--- src/rtl/pq_pkg.sv ---
package pq_pkg;
    localparam int AGREE_N = 6;
    localparam int CNT_W   = $clog2(AGREE_N);
    typedef enum logic {ST_STEADY, ST_TRACK} qual_st_e;
endpackage

--- src/rtl/pq_sync.sv ---
module pq_sync #(
    parameter int CH = 4
) (
    input  logic          clk,
    input  logic          rst_n,
    input  logic [CH-1:0] raw_i,
    output logic [CH-1:0] sync_o
);
    logic [CH-1:0] stage1;

    always_ff @(posedge clk or negedge rst_n) begin
        if (!rst_n) begin
            stage1 <= '0;
            sync_o <= '0;
        end else begin
            stage1 <= raw_i;
            sync_o <= stage1;
        end
    end
endmodule

--- src/rtl/pq_prescaler.sv ---
module pq_prescaler #(
    parameter int PER_W = 8
) (
    input  logic             clk,
    input  logic             rst_n,
    input  logic [PER_W-1:0] period_i,
    output logic [PER_W-1:0] period_q,
    output logic             strobe_o,
    output logic             bypass_o
);
    localparam int PRE_W = PER_W + 1;

    logic [PRE_W-1:0] cnt;
    logic [PRE_W-1:0] limit;
    logic             changed;

    assign limit    = {period_q, 1'b0} - PRE_W'(1);
    assign changed  = (period_i != period_q);
    assign bypass_o = (period_q == '0);
    assign strobe_o = !bypass_o && !changed && (cnt == limit);

    always_ff @(posedge clk or negedge rst_n) begin
        if (!rst_n) begin
            period_q <= '0;
            cnt      <= '0;
        end else if (changed) begin
            period_q <= period_i;
            cnt      <= '0;
        end else if (bypass_o || cnt == limit) begin
            cnt <= '0;
        end else begin
            cnt <= cnt + PRE_W'(1);
        end
    end
endmodule

--- src/rtl/pq_channel.sv ---
module pq_channel
    import pq_pkg::*;
(
    input  logic             clk,
    input  logic             rst_n,
    input  logic             bypass_i,
    input  logic             strobe_i,
    input  logic             sample_i,
    output logic             qual_o,
    output logic [CNT_W-1:0] agree_o
);
    qual_st_e         st, st_n;
    logic             cand, cand_n;
    logic             q_n;
    logic [CNT_W-1:0] cnt_n;

    always_ff @(posedge clk or negedge rst_n) begin
        if (!rst_n) begin
            st      <= ST_STEADY;
            cand    <= 1'b0;
            qual_o  <= 1'b0;
            agree_o <= '0;
        end else begin
            st      <= st_n;
            cand    <= cand_n;
            qual_o  <= q_n;
            agree_o <= cnt_n;
        end
    end

    always_comb begin
        st_n   = st;
        cand_n = cand;
        q_n    = qual_o;
        cnt_n  = agree_o;
        if (bypass_i) begin
            st_n   = ST_STEADY;
            cand_n = sample_i;
            q_n    = sample_i;
            cnt_n  = '0;
        end else if (strobe_i) begin
            unique case (st)
                ST_STEADY: begin
                    if (sample_i != qual_o) begin
                        st_n   = ST_TRACK;
                        cand_n = sample_i;
                        cnt_n  = CNT_W'(1);
                    end
                end
                ST_TRACK: begin
                    if (sample_i != cand) begin
                        st_n  = ST_STEADY;
                        cnt_n = '0;
                    end else if (agree_o == CNT_W'(AGREE_N - 1)) begin
                        st_n  = ST_STEADY;
                        q_n   = cand;
                        cnt_n = '0;
                    end else begin
                        cnt_n = agree_o + CNT_W'(1);
                    end
                end
                default: st_n = ST_STEADY;
            endcase
        end
    end
endmodule

--- src/rtl/pin_qualifier.sv ---
module pin_qualifier
    import pq_pkg::*;
#(
    parameter int CH    = 4,
    parameter int PER_W = 8
) (
    input  logic             clk,
    input  logic             rst_n,
    input  logic [PER_W-1:0] period_i,
    input  logic [CH-1:0]    pin_i,
    output logic [CH-1:0]    qual_o
);
    logic [CH-1:0]             sync_w;
    logic [PER_W-1:0]          per_q;
    logic                      strobe;
    logic                      bypass;
    logic [CH-1:0][CNT_W-1:0]  cnt_w;

    pq_sync #(.CH(CH)) u_sync (
        .clk(clk), .rst_n(rst_n), .raw_i(pin_i), .sync_o(sync_w)
    );

    pq_prescaler #(.PER_W(PER_W)) u_pre (
        .clk(clk), .rst_n(rst_n), .period_i(period_i),
        .period_q(per_q), .strobe_o(strobe), .bypass_o(bypass)
    );

    for (genvar g = 0; g < CH; g++) begin : g_ch
        pq_channel u_ch (
            .clk(clk), .rst_n(rst_n), .bypass_i(bypass), .strobe_i(strobe),
            .sample_i(sync_w[g]), .qual_o(qual_o[g]), .agree_o(cnt_w[g])
        );
    end
endmodule

--- config.mk ---
export PLATFORM = sky130hd
export DESIGN_NAME = pin_qualifier
export DESIGN_NICKNAME = d
export VERILOG_FILES = /design/src/rtl/pq_pkg.sv /design/src/rtl/pq_sync.sv /design/src/rtl/pq_prescaler.sv /design/src/rtl/pq_channel.sv /design/src/rtl/pin_qualifier.sv
export SDC_FILE = /design/constraint.sdc
export NUM_CORES = 1
export LEC_CHECK = 0
export BUFFER_PORTS_ARGS = -buffer_cell sky130_fd_sc_hd__buf_4
export CORE_ASPECT_RATIO = 1.1
export CORE_UTILIZATION = 24
export CTS_CLUSTER_SIZE = 24
export DETAILED_ROUTE_END_ITERATION = 10
export PLACE_DENSITY_LB_ADDON = 0.1
export SLEW_MARGIN = 20
export SYNTH_ARGS = -nofsm -noshare
export SYNTH_HDL_FRONTEND = slang
export SYNTH_SLANG_ARGS = --single-unit
--- constraint.sdc ---
create_clock -name clk -period 2.7 [get_ports clk]
set_clock_uncertainty 0.2 [all_clocks]
set_input_delay 0.135 -clock clk [delete_from_list [all_inputs] [get_ports clk]]
set_output_delay 0.135 -clock clk [all_outputs]
set_load 0.02 [all_outputs]
Word level (Yosys, flattened, before mapping):

Index checks and enable logic that the tools add are counted.

* register bits: 49
* output and inout port bits: 4
* input port bits: 14

* equality and inequality tests: 26
* $add $sub $neg: 6
* muxes and demuxes: 86
* reductions and logical operators: 31
* bitwise operators: 4

Operators by type and width (number)
* 3-bit 2-to-1 mux: 20
* 1-bit 2-to-1 mux: 56
* 2-bit nonzero test: 13
* 3-bit one-hot mux with 2 select lines: 4
* 9-bit 2-to-1 mux: 2
* 2-bit != test (second input constant): 8
* 4-bit AND reduction: 4
* 3-bit by 1-bit adder with 3-bit output (second input constant): 4
* 3-bit equality test (second input constant): 4
* 3-bit by 2-bit != test with 1-bit output (second input constant): 4
* 3-bit AND reduction: 4
* 9-bit by 1-bit adder with 9-bit output (second input constant): 1
* 9-bit equality test: 1
* 9-bit by 1-bit subtractor with 9-bit output (second input constant): 1
* 8-bit logical NOT: 1
* 1-bit != test: 8
* 8-bit != test: 1
* 1-bit one-hot mux with 2 select lines: 4
* 2-bit AND reduction: 4
* 1-bit NOT: 4
* 1-bit logical AND: 2
* 1-bit logical NOT: 2
* 1-bit logical OR: 1

Longest topological paths before layout:

* depth in word-level cells: 6
* gate-level depth with buffers: 13

By module:

A second synthesis with hierarchy kept.

* cells, all modules: 269
* area total of the unflattened synthesis: 2626.3 um^2

Modules (own cells, without submodules)
* pq_channel: area each 357.8 um^2, instances 4, cells an instance 41
* pq_prescaler: area each 994.7 um^2, instances 1, cells an instance 97
* pq_sync: area each 200.2 um^2, instances 1, cells an instance 8

Least setup slack after synthesis:

OpenSTA, ideal clock, no wires.

* path type: register to register
* start: register u_pre.period_q[0]
* end: register g_ch[0].u_ch.qual_o
* library setup time: 0.082 ns
* arrival: 2.616 ns
* slack: -0.198 ns
* clock period less this slack: 2.898 ns
* path buffers: 3
* cell stages (with the launch flop): 13
* cells stage by stage: dfrtp_1 > clkbuf_1 > inv_1 > ha_1 > clkbuf_2 > o21ba_1 > a221oi_1 > a41oi_1 > nor3_2 > nand3_2 > buf_6 > or4_1 > a31oi_1

* longest elaborated chain between the ends: 6

Ends and longest elaborated chain
* start, declared: line pq_prescaler.sv:7 `output logic [PER_W-1:0] period_q,`
* start signal, assigned: line pq_prescaler.sv:27 `period_q <= period_i;`
* parallel branches: the longest is 6 deep, another holds 9-bit by 1-bit subtractor with 9-bit output
* end signal, assigned: line pq_channel.sv:26 `qual_o <= q_n;`
* end, declared: line pq_channel.sv:9 `output logic qual_o,`

Parallel ways; which one is timed is not known.
A chain may end at the register's enable or synchronous reset.

Final worst setup path:

* start: register u_pre.period_q[1]
* end: register g_ch[0].u_ch.agree_o[2]

* longest elaborated chain between the ends: 6

Ends and longest elaborated chain
* parallel branches: the longest is 6 deep, another holds 9-bit by 1-bit subtractor with 9-bit output
* end signal, assigned: line pq_channel.sv:27 `agree_o <= cnt_n;`
* end, declared: line pq_channel.sv:10 `output logic [CNT_W-1:0] agree_o`

Parallel ways; which one is timed is not known.

==> out/metrics.yaml <==
global_route:
  first_global_vias: 2153
  grt_pass1_wl_um: 10570
  grt_use_total_pct: 11.26
  antenna_found_initial: 0
  overflow: 0
  grt_max_degree: 50
synth:
  synth_edf_count: 0
  ys_ff_latch: 49
  avgSynthCellArea_sq_um: 9.203
  async_flop_share_pct: 100.0
  synth.distinct_cells: 49
  seq_area_frac_synth_pct: 44.26
  synth_top_area_share_pct: 44.26
  synth_fp_nets: 318
  synth_area_leaders: "dfrtp_1 44%, xnor2_1 6.0%, nor2_1 5.0%"
  synth_top_cell_by_area: "dfrtp_1"
  synth_area_sq_mm: 0.002770
  ys.flop_type: "dfrtp_1"
  yosysWarnings: 0
  synthCells: 301
finish:
  drive_gt1_share_pct: 16.27
  fin_nets: 348
  fin_cells: 479
  diodes: 0
  syn_to_final_growth_pct: 22.45
  num-fill-cells: 1157
timing:
  layout_min_cycle_time_ns: 2.587
  rsz0062_at_grt: "true"
  max_slew_margin_pct: 56.20
  tightest_slew_ns: 0.6570
  fin_crit_sh_pct: 95.81
  setup_viol: 0
  final-hold-violation-count: 0
  slew_violations: 0
  fmax_ghz: 0.3866
  timing.hold.ws_ns: 0.1498
cts:
  worstSkewPairLatency_ns: 0.29
  clk_pin_slew_ns: 0.07
  cts_tree: "done"
  cts_max_path_buffers: 2
  h-tree-depth: 2
  cts_setup_buffers: 0
  numClockSinks: 49
  cts-root-buf: "clkbuf_16"
  cts_made_buffers: 5
worst_setup_path:
  cp-end-kind: "flop"
  slowest_delay_ns: 0.55
  critical_path_depth: 9
  crit_end: "g_ch[0].u_ch.agree_o[2]$_DFFE_PN0P_"
  reg2regPathDepth: 9
  worstPathRequired_ns: 2.72
  r2r-end: "g_ch[0].u_ch.agree_o[2]$_DFFE_PN0P_"
  reg2reg_slack_ns: 0.11
  critPathLaunch: "u_pre.period_q[1]$_DFFE_PN0N_"
  crit_arrival_ns: 2.60
  path_max_fanout: 9
  path_class: "flop to flop"
  cp_slowest_cell: "or4b_4"
  cp_num_buf_inv: 1
  path_cells: "inv_1 -> ha_2 -> xnor2_1 -> a21oi_1 -> o2111ai_1 -> nor3_2 -> nand3_4 -> or4b_4 -> o22ai_1"
  r2r-start: "u_pre.period_q[1]$_DFFE_PN0N_"
  cp-start-kind: "flop"
  critPathTopFamily: "simple AND/OR/NAND/NOR gates"
die:
  start_util_pct: 25.05
  die-area_sq_mm: 0.01198
  rows: 40
  dieHeight_um: 114.7
  core_sq_mm: 0.01106
  io_pins: 18
  die_w_um: 104.4
drt:
  wl_per_cell_um: 12.53
  vias_per_cell: 4.455
  wl_um: 6000
  vias: 2134
  post-route-drc-count: 0
  drt_iter0_drc: 46
  ant_nets: 0
  firstDrtPassIters: 4
placement:
  dp_hpwl_um: 4143
  dp.cells: 458
  portBuffers: 17
  gp_congestion: 0.7054
run:
  cap_violations: 0
pwr:
  power.leakage_uw: 0.001463
  vdd_drop_max_mv: 0.2785
  power_density_mw_per_mm2: 477.2
status:
  status: "completed"
min_path:
  hold_class: "flop to flop"
[worst min-delay path by stage]
stage,startpoint,end,slack [ns],cells after the start
after global routing,u_sync.stage1[1]$_DFF_PN0_,u_sync.sync_o[1]$_DFF_PN0_,0.16,0
after floorplan,rst_n,g_ch[0].u_ch.agree_o[0]$_DFFE_PN0P_,-0.36,0
final,u_sync.stage1[3]$_DFF_PN0_,u_sync.sync_o[3]$_DFF_PN0_,0.15,0
after CTS,u_sync.stage1[1]$_DFF_PN0_,u_sync.sync_o[1]$_DFF_PN0_,0.15,0
after detailed placement,rst_n,g_ch[3].u_ch.agree_o[1]$_DFFE_PN0P_,0.03,1
after global placement,rst_n,g_ch[3].u_ch.agree_o[1]$_DFFE_PN0P_,0.03,1
[worst register-to-register path: stages (launching register included)]
cell and delay (ns):
dfrtp_1 0.37, inv_1 0.08, ha_2 0.27, xnor2_1 0.12, a21oi_1 0.11, o2111ai_1 0.15
nor3_2 0.31, nand3_4 0.18, or4b_4 0.56, o22ai_1 0.17
[placed cells by master (no fill, tap or decap), types with 5 or more instances in the layout]
master,Yosys,layout
nand2b_1,5,5
clkbuf_16,0,5
o21bai_1,6,6
nor3_1,8,7
buf_4,4,33
dlygate4sd3_1,0,13
mux2i_1,13,13
nand2_1,32,32
nand3_1,12,12
dfrtp_1,49,49
nor2_1,37,37
inv_1,11,10
xnor2_1,19,19
xor2_1,13,13
[layer usage]
metal	share of wire, %	track usage, %	vias up
met5	0	0	-
met4	1.6	4.286	0
met3	2.4	2.732	7
met2	49	19.34	15
met1	47	13.62	1023
li1	-	-	1089
[synthesized netlist by cell type (all sizes together) (3+ instances only)]
master,count
o32ai,4
nand2b,5
o21bai,6
nor2,37
nor3,9
a21o,3
or3,3
xor2,13
a21oi,3
dfrtp,49
o22ai,3
or4,4
nand2,33
a211oi,3
xnor2,19
mux2i,13
nand3,13
clkbuf,18
nand3b,4
ha,3
a41oi,3
inv,11
o31ai,3
a31oi,4
o21ai,8
buf,6
[cell type report]
cell class | instances | area [sq um] | area share, %
inverters | 11 | 41.29 | 1.217
flip-flops and latches | 49 | 1226 | 36.15
multi-input cells | 217 | 1413 | 41.65
well taps | 147 | 183.9 | 5.422
repair buffers | 47 | 389.1 | 11.47
clock buffers | 6 | 128.9 | 3.799
clock inverters | 2 | 10.01 | 0.2951
[what timing repair did]
item	4_1_cts	5_1_grt
hold endpoints to repair	61	0
hold buffers	13	0
endpoints found under the setup margin	1	7
pin swaps	0	2
resized for setup	1	2
[sequential cells by signal (all words and copies together) (netlist names)]
register / flops
g_ch.u_ch.agree_o: 12
g_ch.u_ch.cand: 4
g_ch.u_ch.qual_o: 4
g_ch.u_ch.st: 4
u_pre.cnt: 9
u_pre.period_q: 8
u_sync.stage1: 4
u_sync.sync_o: 4
[cell families after synthesis]
family | after synthesis | synth area share [%]
adder cells (fa/ha/maj) | 3 | 1.355
XOR/XNOR | 32 | 10.12
buffers and inverters | 35 | 5.646
flip-flops | 49 | 44.26
multiplexers | 15 | 5.510
AO/OA/AOI/OAI | 47 | 12.01
AND/OR/NAND/NOR | 120 | 21.09
[per-stage QoR]
stage	TNS, ns	util, %	setup slack [ns]	area, sq um	total power, uW
final	0	30.67	0.1131	3392	1619
after global routing	-0.04664	30.67	-0.02836	3392	1718
after CTS	0	30.60	0.04629	3385	1661
after global placement	0	28.10	0.09463	3108	1002
after floorplan	-0.01974	-	-0.01974	2798	936.6
after detailed placement	0	28.10	0.03318	3108	1001
[where the power goes]
group          internal (uW)  switching (uW)  total, uW
Combinational            102            92.2        194
Clock                    341             278        619
Sequential               769            36.6        805
(Power assumes the default switching activity.)
